<file path="src/rtl/arb_pkg.sv">
package arb_pkg;
  // Index width for master numbers; covers up to 16 masters.
  parameter int unsigned IDX_W = 4;

  // Strobes from the control half to the selection datapath.
  typedef struct packed {
    logic             reEval;   // a transaction has just started
    logic [IDX_W-1:0] starter;  // master that started it
  } arbStrobe_t;
endpackage

</file>
<file path="src/rtl/arb_select.sv">
module arb_select
  import arb_pkg::*;
#(
  parameter int NUM_M = 9
) (
  input  logic             clk,
  input  logic             rstN,
  input  logic [NUM_M-1:0] eligible,
  input  logic [NUM_M-1:0] prioHigh,
  input  arbStrobe_t       stb,
  output logic [IDX_W-1:0] winIdx,
  output logic             anyReq
);
  logic [IDX_W-1:0] ptrHi, ptrLo;
  logic             lastHi;
  logic             hiAny, loAny;
  logic [IDX_W-1:0] hiWin, loWin;

  function automatic logic [IDX_W-1:0] wrapIdx(logic [IDX_W-1:0] base, int step);
    logic [IDX_W:0] s;
    s = {1'b0, base} + (IDX_W+1)'(step);
    if (s >= (IDX_W+1)'(NUM_M)) s = s - (IDX_W+1)'(NUM_M);
    return s[IDX_W-1:0];
  endfunction

  // Scan each group from the entry after its pointer; walking backwards
  // lets the nearest hit overwrite farther ones.
  always_comb begin
    hiAny = 1'b0;
    loAny = 1'b0;
    hiWin = '0;
    loWin = '0;
    for (int k = NUM_M; k >= 1; k--) begin
      if (eligible[wrapIdx(ptrHi, k)] && prioHigh[wrapIdx(ptrHi, k)]) begin
        hiAny = 1'b1;
        hiWin = wrapIdx(ptrHi, k);
      end
      if (eligible[wrapIdx(ptrLo, k)] && !prioHigh[wrapIdx(ptrLo, k)]) begin
        loAny = 1'b1;
        loWin = wrapIdx(ptrLo, k);
      end
    end
  end

  logic pickHi;
  assign pickHi = hiAny && (!loAny || !lastHi);
  assign winIdx = pickHi ? hiWin : loWin;
  assign anyReq = hiAny || loAny;

  always_ff @(posedge clk or negedge rstN) begin
    if (!rstN) begin
      ptrHi  <= '0;
      ptrLo  <= '0;
      lastHi <= 1'b0;
    end else if (stb.reEval) begin
      if (prioHigh[stb.starter]) begin
        ptrHi  <= stb.starter;
        lastHi <= 1'b1;
      end else begin
        ptrLo  <= stb.starter;
        lastHi <= 1'b0;
      end
    end
  end


  win_is_eligible_chk: assert property (@(posedge clk) disable iff (!rstN)
    anyReq |-> eligible[winIdx]);


  group_alternate_chk: assert property (@(posedge clk) disable iff (!rstN)
    (hiAny && loAny) |-> (prioHigh[winIdx] == !lastHi));
endmodule

</file>
<file path="src/rtl/arb_ctrl.sv">
module arb_ctrl
  import arb_pkg::*;
#(
  parameter int NUM_M   = 9,
  parameter int TIMEOUT = 16
) (
  input  logic             clk,
  input  logic             rstN,
  input  logic [NUM_M-1:0] reqN,
  input  logic             frameN,
  input  logic             irdyN,
  input  logic [IDX_W-1:0] winIdx,
  input  logic             anyReq,
  output logic [NUM_M-1:0] eligible,
  output arbStrobe_t       stb,
  output logic [NUM_M-1:0] gntN
);
  localparam int CNT_W = (TIMEOUT > 1) ? $clog2(TIMEOUT) : 1;

  logic [IDX_W-1:0] owner, nOwner;
  logic             gntOn, nOn;
  logic [NUM_M-1:0] lock, nLock;
  logic [CNT_W-1:0] wdCnt;
  logic             frmPrev;
  logic             busIdle, wdCond, timeout;

  assign busIdle  = frameN && irdyN;
  assign eligible = ~reqN & ~lock;

  assign stb.reEval  = !frameN && frmPrev && gntOn;
  assign stb.starter = owner;

  assign wdCond  = gntOn && busIdle && !reqN[owner];
  assign timeout = wdCond && (wdCnt == CNT_W'(TIMEOUT - 1));

  always_comb begin
    nOn    = gntOn;
    nOwner = owner;
    if (timeout) begin
      nOn = 1'b0;
    end else if (anyReq) begin
      if (!gntOn) begin
        nOn    = 1'b1;
        nOwner = winIdx;
      end else if (winIdx != owner) begin
        if (busIdle) nOn = 1'b0;       // leave a dead cycle first
        else         nOwner = winIdx;  // busy bus: hand over directly
      end
    end
    nLock = lock & ~reqN;
    if (timeout) nLock[owner] = 1'b1;
  end

  always_ff @(posedge clk or negedge rstN) begin
    if (!rstN) begin
      owner   <= '0;
      gntOn   <= 1'b1;
      lock    <= '0;
      wdCnt   <= '0;
      frmPrev <= 1'b1;
    end else begin
      owner   <= nOwner;
      gntOn   <= nOn;
      lock    <= nLock;
      frmPrev <= frameN;
      if (timeout || !wdCond || (nOn != gntOn) || (nOwner != owner))
        wdCnt <= '0;
      else
        wdCnt <= wdCnt + CNT_W'(1);
    end
  end

  for (genvar g = 0; g < NUM_M; g++) begin : gGnt
    assign gntN[g] = !(gntOn && (owner == IDX_W'(g)));
  end


  one_grant_chk: assert property (@(posedge clk) disable iff (!rstN)
    $onehot0(~gntN));


  idle_gap_chk: assert property (@(posedge clk) disable iff (!rstN)
    (busIdle && (gntN != '1)) |=> ((gntN == $past(gntN)) || (gntN == '1)));


  locked_no_grant_chk: assert property (@(posedge clk) disable iff (!rstN)
    !(gntOn && lock[owner]));


  park_hold_chk: assert property (@(posedge clk) disable iff (!rstN)
    (gntOn && !anyReq) |=> $stable(gntN));
endmodule

</file>
<file path="src/rtl/dual_group_arbiter.sv">
module dual_group_arbiter
  import arb_pkg::*;
#(
  parameter int NUM_EXT = 8,
  parameter int TIMEOUT = 16
) (
  input  logic             clk,
  input  logic             rstN,
  input  logic [NUM_EXT:0] reqN,
  input  logic             frameN,
  input  logic             irdyN,
  input  logic [NUM_EXT:0] prioHigh,
  output logic [NUM_EXT:0] gntN
);
  // Index 0 is the local bridge master; NUM_M must not exceed 2**IDX_W.
  localparam int NUM_M = NUM_EXT + 1;

  logic [NUM_M-1:0] eligible;
  logic [IDX_W-1:0] winIdx;
  logic             anyReq;
  arbStrobe_t       stb;

  arb_select #(.NUM_M(NUM_M)) uSel (
    .clk(clk), .rstN(rstN), .eligible(eligible), .prioHigh(prioHigh),
    .stb(stb), .winIdx(winIdx), .anyReq(anyReq)
  );

  arb_ctrl #(.NUM_M(NUM_M), .TIMEOUT(TIMEOUT)) uCtrl (
    .clk(clk), .rstN(rstN), .reqN(reqN), .frameN(frameN), .irdyN(irdyN),
    .winIdx(winIdx), .anyReq(anyReq), .eligible(eligible), .stb(stb),
    .gntN(gntN)
  );
endmodule

</file>
<file path="config.mk">
export PLATFORM = sky130hd
export DESIGN_NAME = dual_group_arbiter
export DESIGN_NICKNAME = d
export VERILOG_FILES = /design/src/rtl/arb_pkg.sv /design/src/rtl/arb_select.sv /design/src/rtl/arb_ctrl.sv /design/src/rtl/dual_group_arbiter.sv
export SDC_FILE = /design/constraint.sdc
export NUM_CORES = 1
export LEC_CHECK = 0
export BUFFER_PORTS_ARGS = -buffer_cell sky130_fd_sc_hd__buf_4
export CELL_PAD_IN_SITES_DETAIL_PLACEMENT = 0
export CELL_PAD_IN_SITES_GLOBAL_PLACEMENT = 2
export CORE_ASPECT_RATIO = 0.8
export CORE_MARGIN = 4
export CORE_UTILIZATION = 38
export CTS_CLUSTER_SIZE = 8
export DETAILED_ROUTE_END_ITERATION = 10
export PLACE_DENSITY_LB_ADDON = 0.15
export SYNTH_ARGS = -nofsm -noshare
export SYNTH_HDL_FRONTEND = slang
export SYNTH_SLANG_ARGS = --single-unit
</file>
<file path="constraint.sdc">
create_clock -name clk -period 7.45 [get_ports clk]
set_input_delay 0.3725 -clock clk [delete_from_list [all_inputs] [get_ports clk]]
set_output_delay 0.3725 -clock clk [all_outputs]
set_load 0.05 [all_outputs]
</file>
# Yosys cells after proc, flatten, opt, wreduce, memory -nomap -nowiden

Index checks and enable logic that the tools add are counted.

Register bits: 28
Output and inout port bits: 9
Logic and storage cells: 313

Bitwise logic cells: 6
Multiplexer cells: 146
Reductions and logical operators: 66
Magnitude comparators: 38
Equal/unequal tests: 12
$add $sub $neg: 37

Operators with widths:

| operator              | number |
|---|---|
| $mux W4               | 43 |
| $bmux W1 S4           | 38 |
| $lt A4 B5 Y1 const B  | 19 |
| $ge A5 B4 Y1 const B  | 18 |
| $sub A4 B4 Y4 const B | 18 |
| $mux W1               | 63 |
| $add A4 B3 Y5 const B | 8 |
| $logic_and A1 B1 Y1   | 35 |
| $logic_not A1 Y1      | 23 |
| $add A4 B2 Y5 const B | 4 |
| $add A4 B4 Y5 const B | 4 |
| $and A9 B9 Y9         | 2 |
| $not A9 Y9            | 2 |
| $eq A4 B3 Y1 const B  | 4 |
| $add A4 B1 Y5 const B | 2 |
| $mux W9               | 1 |
| $or A9 B9 Y9          | 1 |
| $eq A4 B2 Y1 const B  | 2 |
| $eq A4 B4 Y1 const B  | 2 |
| $ne A4 B4 Y1          | 2 |
| $logic_or A1 B1 Y1    | 5 |
| $add A4 B1 Y4 const B | 1 |
| $demux W1 S4          | 1 |
| $eq A4 B1 Y1 const B  | 1 |
| 5 further kinds       | 6 |

# Depth between registers and ports, before layout

Gate-level depths: netlist (run 1).

Depth in word-level cells: 29
Depth in mapped cells: 24
Mapped depth without buffers: 17

# Hierarchy

A second synthesis (run 1) with hierarchy kept.

Cells, all modules: 1193
Area, all modules: 8718.4 sq um

Modules (own cells, without submodules):

| module     | cells an instance | seq. area each (sq um) | area an instance (sq um) | instances |
|---|---|---|---|---|
| arb_select | 1087              | 225.2                  | 7574.8                   | 1 |
| arb_ctrl   | 106               | 478.0                  | 1143.6                   | 1 |

# Worst setup path after synthesis (run 1)

OpenSTA, ideal clock, no wires.

Path kind: register to register
Start: register uSel.ptrLo[0]
End: register uCtrl.wdCnt[0]
Cell stages (with the launch flop): 23
Data required time: 7311 ps
Setup time: 139 ps
Path buffers: 7
Period minus slack after synthesis: 5281 ps
Data arrival time: 5142 ps
Path slack: 2169 ps
Cell sequence: dfrtp_1 -> buf_2 -> buf_2 -> inv_1 -> clkbuf_1 -> buf_1 -> ha_1 -> buf_2 -> nand2b_1 -> clkbuf_1 -> a211oi_2 -> nor2_1 -> mux2i_1 -> o311a_1 -> o21ai_0 -> nor4b_1 -> a31oi_1 -> or2_1 -> buf_6 -> o32a_2 -> xnor2_2 -> a311oi_2 -> nor4bb_2

Cells in the longest elaborated chain, start to end: 29

RTL lines:

| item                                                 | line             | source |
|---|---|---|
| start: declaration                                   | arb_select.sv:14 | `logic [IDX_W-1:0] ptrHi, ptrLo;` |
| start signal: assignment                             | arb_select.sv:60 | `ptrLo <= stb.starter;` |
| $add A4 B4 Y5                                        | arb_select.sv:21 | `s = {1'b0, base} + (IDX_W+1)'(step);` |
| $sub A4 B4 Y4 / $ge A5 B4 Y1 (equally long branches) | arb_select.sv:22 | `if (s >= (IDX_W+1)'(NUM_M)) s = s - (IDX_W+1)'(NUM_M);` |
| $mux W4                                              | arb_select.sv:22 |  |
| $bmux W1 S4                                          | arb_select.sv:38 | `if (eligible[wrapIdx(ptrLo, k)] && !prioHigh[wrapIdx(ptrLo, k)]) begin` |
| $mux W1 (implied by the code)                        | arb_select.sv:38 |  |
| $logic_not A1 Y1                                     | arb_select.sv:38 |  |
| $logic_and A1 B1 Y1                                  | arb_select.sv:38 |  |
| $mux W1 (9 in series)                                | arb_select.sv:38 |  |
| [... 5 more ...]                                     | -                |  |
| $mux W1                                              | arb_ctrl.sv:45   | `end else if (winIdx != owner) begin` |
| $mux W1                                              | arb_ctrl.sv:42   | `if (!gntOn) begin` |
| $mux W1                                              | arb_ctrl.sv:41   | `end else if (anyReq) begin` |
| $mux W1                                              | arb_ctrl.sv:39   | `if (timeout) begin` |
| $ne A1 B1 Y1                                         | arb_ctrl.sv:66   | `if (timeout \|\| !wdCond \|\| (nOn != gntOn) \|\| (nOwner != owner))` |
| $logic_or A1 B1 Y1                                   | arb_ctrl.sv:66   |  |
| $logic_or A1 B1 Y1 (*)                               | arb_ctrl.sv:66   |  |
| $mux W4 (*)                                          | arb_ctrl.sv:66   |  |
| end signal: assignment                               | arb_ctrl.sv:69   | `wdCnt <= wdCnt + CNT_W'(1);` |
| end: declaration                                     | arb_ctrl.sv:23   | `logic [CNT_W-1:0] wdCnt;` |

Mark *: on every way between the ends. The rest lies on a longest branch, timed or not. The select of a mux whose other input is x is not followed.
A chain may end at the register's enable or synchronous reset.

# Final worst setup path (run 1)

Start: register uSel.ptrHi[0]
End: register uCtrl.wdCnt[0]

Cells in the longest elaborated chain, start to end: 26

RTL lines:

| item                                                 | line             | source |
|---|---|---|
| start: declaration                                   | arb_select.sv:14 |  |
| start signal: assignment                             | arb_select.sv:57 | `ptrHi <= stb.starter;` |
| $add A4 B4 Y5                                        | arb_select.sv:21 |  |
| $sub A4 B4 Y4 / $ge A5 B4 Y1 (equally long branches) | arb_select.sv:22 |  |
| $mux W4                                              | arb_select.sv:22 |  |
| $bmux W1 S4                                          | arb_select.sv:34 | `if (eligible[wrapIdx(ptrHi, k)] && prioHigh[wrapIdx(ptrHi, k)]) begin` |
| $mux W1 (implied by the code)                        | arb_select.sv:34 |  |
| $logic_and A1 B1 Y1                                  | arb_select.sv:34 |  |
| $mux W1 (9 in series)                                | arb_select.sv:34 |  |
| $logic_and A1 B1 Y1                                  | arb_select.sv:46 | `assign pickHi = hiAny && (!loAny \|\| !lastHi);` |
| [... 2 more ...]                                     | -                |  |
| $mux W1                                              | arb_ctrl.sv:45   |  |
| $mux W1                                              | arb_ctrl.sv:42   |  |
| $mux W1                                              | arb_ctrl.sv:41   |  |
| $mux W1                                              | arb_ctrl.sv:39   |  |
| $ne A1 B1 Y1                                         | arb_ctrl.sv:66   |  |
| $logic_or A1 B1 Y1                                   | arb_ctrl.sv:66   |  |
| $logic_or A1 B1 Y1 (*)                               | arb_ctrl.sv:66   |  |
| $mux W4 (*)                                          | arb_ctrl.sv:66   |  |

Marked as above.

==> results.md, run 1 <==
- Status: completed
- Synth unique cells: 95
- Die Y: 143.9 um
- Routability Congestion: 1.058
- RSZ-0062 raised after global routing: false
- CP max stage cell: clkinv_1
- Core ar.: 0.02262 sq mm
- Bufs on Longest Clock Path: 2
- Most used cell, CP: mux2i_1
- Tmin final: 6.278 ns
- First-pass GRT wire length: 59640 um
- Startpoint Class: flop
- Syn Nets: 1297
- I/O Buffers: 30
- Initial antenna violation count: 0
- Crit-path cells: inv_1 -> ha_1 -> clkinv_1 -> mux2i_1 -> a211o_1 -> a22o_1 -> a211oi_1 -> buf_4 -> nand2_1 -> or4_4 -> nor4b_4 -> or2_1 -> mux2i_1 -> xor2_1 -> nor2_1 -> a311oi_2 -> nor4bb_2
- TritonCTS Sinks: 28
- Hpwl dp: 30580 um
- CTS Buf Count: 3
- Vias in the first global route: 9339
- Clock skew: 0.005923 ns
- Final setup viols: 0
- Hold Fails Final Rpt: 0
- Syn avg cell area: 7.108 sq um
- First-pass DRT Iterations: 6
- CTS resizes: 0
- Largest net degree at the start of global routing: 52
- Yosys reg bits: 28
- Row cnt: 49
- Total of max-cap violations: 0
- EDFF count, synth: 0
- Synth Instances: 1235
- GRT Total Usage: 29.70%
- Ratio of final minimum period to clock period: 84.27%
- Cell Area, Synth: 0.008778 sq mm
- Drt via density: 6.978
- Initial Utilization: 38.80%
- Root buf cell: clkbuf_16
- Worst-Skew Late Latency: 0.26 ns
- Post-synth top area cell: dfrtp_1
- Register area share after synthesis: 8.010%
- Arr. time, crit path: 6.40 ns
- Synth area leaders: dfrtp_1 7.4%, ha_1 5.7%, mux2i_1 4.8%
- Overflow after GRT: 0
- Vias: 10660
- IO Pins: 31
- Reg clk slew, reported paths: 0.07 ns
- Synth Flop Type: dfrtp_1
- Post-cts hold buffer count: 0
- Setup CP Type: flop to flop
- Fill cell count: 2382
- Bufs and invs on worst path: 3
- Residual DRC: 0
- Fin. max-slew vios: 0
- DR iter-0 viols: 1503
- N_diodes: 0
- Routed len/inst: 25.72 um
- Req. time, crit path: 7.57 ns
- Max Clk Rate: 0.1593 GHz
- Critical Path Max Stage Delay: 0.72 ns
- Critical path capture point type: flop
- Worst-margin pin slew: 1.245 ns
- Final WL: 39280 um
- Layout area overhead: 6.784%
- CP top delay family: simple AND/OR/NAND/NOR gates
- Final nets: 1284
- Worst hold path type: input pin to async pin
- Ys async rst share: 100.0%
- Final ANT Viol Nets: 0
- Postcts setup bufs: 0
- CTS H-Tree Depth: 1
- Share of Yosys cell area claimed by the top area cell type: 7.412%
- Yosys warning count: 0
- DIE WIDTH: 177.9 um
- CTS tree: built
- Setup TNS: 0 ns
- Die footprint: 0.02561 sq mm
- Relative slew slack: 16.76%
- Worst Path Max Fanout: 18
- Layout cell share with drive strength beyond 1: 11.71%
[area by class of cell]
type	instances	area (sq um)	share of cell area, %
repair buffers	65	488.0	5.206
flip-flops and latches	28	705.7	7.528
clock buffers	4	88.84	0.9477
multi-input cells	1080	7543	80.47
well taps	306	382.9	4.084
inverters	44	165.2	1.762
[registers in the layout, summed over array words and instances (netlist names)]
signal / flops
uCtrl.owner: 4
uSel.ptrHi: 4
uCtrl.wdCnt: 4
uSel.ptrLo: 4
uCtrl.lock: 9
uCtrl.frmPrev: 1
uCtrl.gntOn: 1
uSel.lastHi: 1
[per-stage QoR]
step / util, % / cell area [sq um] / setup WS [ns] / instances / hold WS (ns)
after floorplan: - / 8778 / 2.169 / 1235 / 0.07691
after global placement: 41.04 / 9285 / 1.365 / 1523 / 0.3134
after detailed placement: 41.04 / 9285 / 1.315 / 1523 / 0.3154
after CTS: 41.44 / 9374 / 1.303 / 1527 / 0.03085
after global routing: 41.44 / 9374 / 0.7309 / 1527 / 0.04254
final: 41.44 / 9374 / 1.172 / 1527 / 0.01906
[routing by layer]
metal,vias to the layer above,track usage [%],wire [um]
met5,-,0,0
met4,0,3.377,437
met3,53,6.523,5093
met2,674,39.31,14850
met1,5163,48.94,18900
li1,4766,-,-
[layout by cell type (no fill, tap or decap), drive strengths merged, types with 14 or more instances in the layout]
cell type / count
nor4: 14
or3: 21
and3: 18
nand3: 39
nor3b: 15
mux2i: 42
o211ai: 29
dfrtp: 26
a211oi: 28
a21oi: 72
a21o: 22
a211o: 15
o21ai: 89
nand2b: 23
a31oi: 19
nand2: 109
a311oi: 15
nor3: 42
nor2: 98
inv: 38
and2: 17
xnor2: 38
o22ai: 17
buf: 65
nand4: 14
ha: 40
mux4: 15
[synth_stat cells (29+ instances only)]
| library cell | count |
|---|---|
| o21ai_0 | 84 |
| nor3_1 | 42 |
| nor2_1 | 98 |
| xnor2_1 | 37 |
| a21oi_1 | 72 |
| nand3_1 | 39 |
| mux2i_1 | 42 |
| ha_1 | 40 |
| nand2_1 | 109 |
| o211ai_1 | 29 |
| inv_1 | 36 |
| clkbuf_1 | 45 |
[worst register-to-register path: stages (launching register included)]
cell and delay [ns]:
dfrtp_2 0.61, inv_1 0.32, ha_1 0.68, clkinv_1 0.72, mux2i_1 0.32, a211o_1 0.33
a22o_1 0.21, a211oi_1 0.23, buf_4 0.20, nand2_1 0.10, or4_4 0.55, nor4b_4 0.34
or2_1 0.27, mux2i_1 0.32, xor2_1 0.17, nor2_1 0.07, a311oi_2 0.58, nor4bb_2 0.11
[kinds of logic after synthesis]
| kind of cell | count (synthesis) | synth area share [%] |
|---|---|---|
| XOR/XNOR | 46 | 4.889 |
| AND/OR/NAND/NOR | 471 | 28.31 |
| flip-flops | 28 | 8.010 |
| buffers and inverters | 127 | 6.072 |
| AO/OA/AOI/OAI | 453 | 36.67 |
| multiplexers | 70 | 10.35 |
| adder cells (fa/ha/maj) | 40 | 5.701 |
[path summary, 6_finish.rpt]
check                                           from                       end  slack (ns)  cells after the start
hold / removal                                  rstN   uCtrl.lock[6]$_DFF_PN0_        0.02                      1
setup reg to reg           uSel.ptrHi[0]$_DFFE_PN0P_  uCtrl.wdCnt[0]$_DFF_PN0_        1.17                     17
hold reg to reg             uCtrl.wdCnt[0]$_DFF_PN0_  uCtrl.wdCnt[0]$_DFF_PN0_        0.49                      1
max in group asynchronous                       rstN   uCtrl.frmPrev$_DFF_PN1_        7.11                      1
min in group clk                              frameN   uCtrl.frmPrev$_DFF_PN1_        0.24                      1
setup / recovery           uSel.ptrHi[0]$_DFFE_PN0P_  uCtrl.wdCnt[0]$_DFF_PN0_        1.17                     17
Power of run 1 is left out: the tool's default activity adds up to more than one toggle a clock period on the data nets, which glitch-free logic cannot reach.
==> run 2: changes to the inputs <==
==> constraint.sdc (replaced) <==
create_clock -name clk -period 6.09 [get_ports clk]
set_input_delay 0.3045 -clock clk [delete_from_list [all_inputs] [get_ports clk]]
set_output_delay 0.3045 -clock clk [all_outputs]
set_load 0.05 [all_outputs]
==> results.md, run 2 (synthesis gave the netlist of run 1 again) <==
- Layout cell share with drive strength beyond 1: 13.84%
- Reg clk slew, reported paths: 0.07 ns
- Worst-Skew Late Latency: 0.28 ns
- Residual DRC: 0
- Fin. max-slew vios: 0
- Final nets: 1313
- Req. time, crit path: 6.23 ns
- Overflow after GRT: 0
- DR iter-0 viols: 1449
- First-pass GRT wire length: 61160 um
- CP max stage cell: dfrtp_1
- Final WL: 40610 um
- TritonCTS Sinks: 28
- Postcts setup bufs: 0
- Bufs on Longest Clock Path: 2
- Most used cell, CP: xnor2_1
- Worst-margin pin slew: 1.266 ns
- M3 GR Usage: 8.890%
- GRT Total Usage: 30.97%
- Startpoint Class: flop
- Initial Utilization: 38.80%
- Critical path capture point type: flop
- GR Util met2: 40.21%
- Top Usage Layer GRT: met1
- Setup CP Type: flop to flop
- Final setup viols: 0
- Most frequent cells in the layout: 109 x nand2_1, 98 x nor2_1, 93 x buf_4
- Largest net degree at the start of global routing: 45
- Row cnt: 49
- Root buf cell: clkbuf_16
- Clock skew: 0.005998 ns
- Register area: 705.7 sq um
- Arr. time, crit path: 5.88 ns
- Vias: 10590
- Routability Congestion: 0.9822
- Ratio of final minimum period to clock period: 94.36%
- Worst hold path type: input pin to flop
- Status: completed
- Total of max-cap violations: 0
- Vias in the first global route: 9486
- Fill cell count: 2381
- Hpwl dp: 32010 um
- Worst Path Max Fanout: 13
- DIE WIDTH: 177.9 um
- Core ar.: 0.02262 sq mm
- Final ANT Viol Nets: 0
- IO Pins: 31
- Hold Fails Final Rpt: 0
- N_diodes: 0
- Die Y: 143.9 um
- Leading cell type in the layout, fill and taps excluded: nand2_1
- Area of the multi-input gates: 0.007552 sq mm
- Critical Path Max Stage Delay: 0.74 ns
- Routed len/inst: 26.10 um
- Max Clk Rate: 0.1740 GHz
- Drt via density: 6.806
- First-pass DRT Iterations: 6
- Most flops, register: uCtrl.lock
- Largest register FFs: 9
- Initial antenna violation count: 1
- Layout area overhead: 9.393%
- CTS Buf Count: 3
- Tmin final: 5.747 ns
- CTS tree: built
- Met1 Resource Use GR: 50.20%
- I/O Buffers: 30
- Crit-path cells: ha_1 -> and2_0 -> o31ai_2 -> xnor2_1 -> mux4_2 -> and2_1 -> nor4b_1 -> a31oi_1 -> or2_1 -> a32oi_1 -> xnor2_1 -> nor2_1 -> a311oi_2 -> nor4bb_2
- Setup TNS: 0 ns
- CTS H-Tree Depth: 1
- Relative slew slack: 15.41%
- Die footprint: 0.02561 sq mm
run 2: worst paths after layout:
kind,from,endpoint,slack (ns),cells after the start
setup / recovery,uSel.ptrLo[3]$_DFFE_PN0P_,uCtrl.wdCnt[0]$_DFF_PN0_,0.34,14
min in group asynchronous,rstN,uCtrl.lock[6]$_DFF_PN0_,0.49,2
max in group asynchronous,rstN,uCtrl.gntOn$_DFF_PN1_,5.27,2
hold reg to reg,uCtrl.wdCnt[0]$_DFF_PN0_,uCtrl.wdCnt[0]$_DFF_PN0_,0.49,1
setup reg to reg,uSel.ptrLo[3]$_DFFE_PN0P_,uCtrl.wdCnt[0]$_DFF_PN0_,0.34,14
hold / removal,frameN,uCtrl.frmPrev$_DFF_PN1_,0.16,1
run 2: layout make-up:
class	instances	share of cell area (%)
repair buffers	94	7.375
well taps	306	3.987
clock buffers	4	0.9251
flip-flops and latches	28	7.349
multi-input cells	1080	78.64
inverters	44	1.720
run 2: through the flow:
step | cells | hold WS (ns) | utilization [%] | setup slack (ns) | cell area, sq um
after detailed placement | 1551 | 0.2502 | 41.97 | 0.4021 | 9494
after CTS | 1556 | 0.1564 | 42.40 | 0.3632 | 9593
after global placement | 1551 | 0.2473 | 41.97 | 0.4178 | 9494
final | 1556 | 0.1607 | 42.45 | 0.3434 | 9603
after global routing | 1556 | 0.1546 | 42.45 | -0.005713 | 9603
after floorplan | 1235 | 0.008909 | - | 0.8091 | 8778
run 2: critical path: cells and delay by family, from the launching register on:
kind                       cells  cell delay, ns
DFF                            1            0.74
and+or+nand+nor                6            1.85
AOI/OAI and AO/OA              4            1.20
adders and majority gates      1            0.66
xor gates and xnor gates       2            0.60
muxes                          1            0.55
run 2: timing repair:
action                                 4_1_cts  5_1_grt
endpoints found under the hold margin       26        0
resized for setup                            0        3
hold buffers                                 1        0
setup endpoints to repair                    0        5
run 2: per-layer routing:
layer	wire length [um]	part of all wire [%]
met2	15270	38
met5	11	0.027
met3	4929	12
met4	408	1.0
met1	19990	49
Power of run 2 is left out for the same reason.
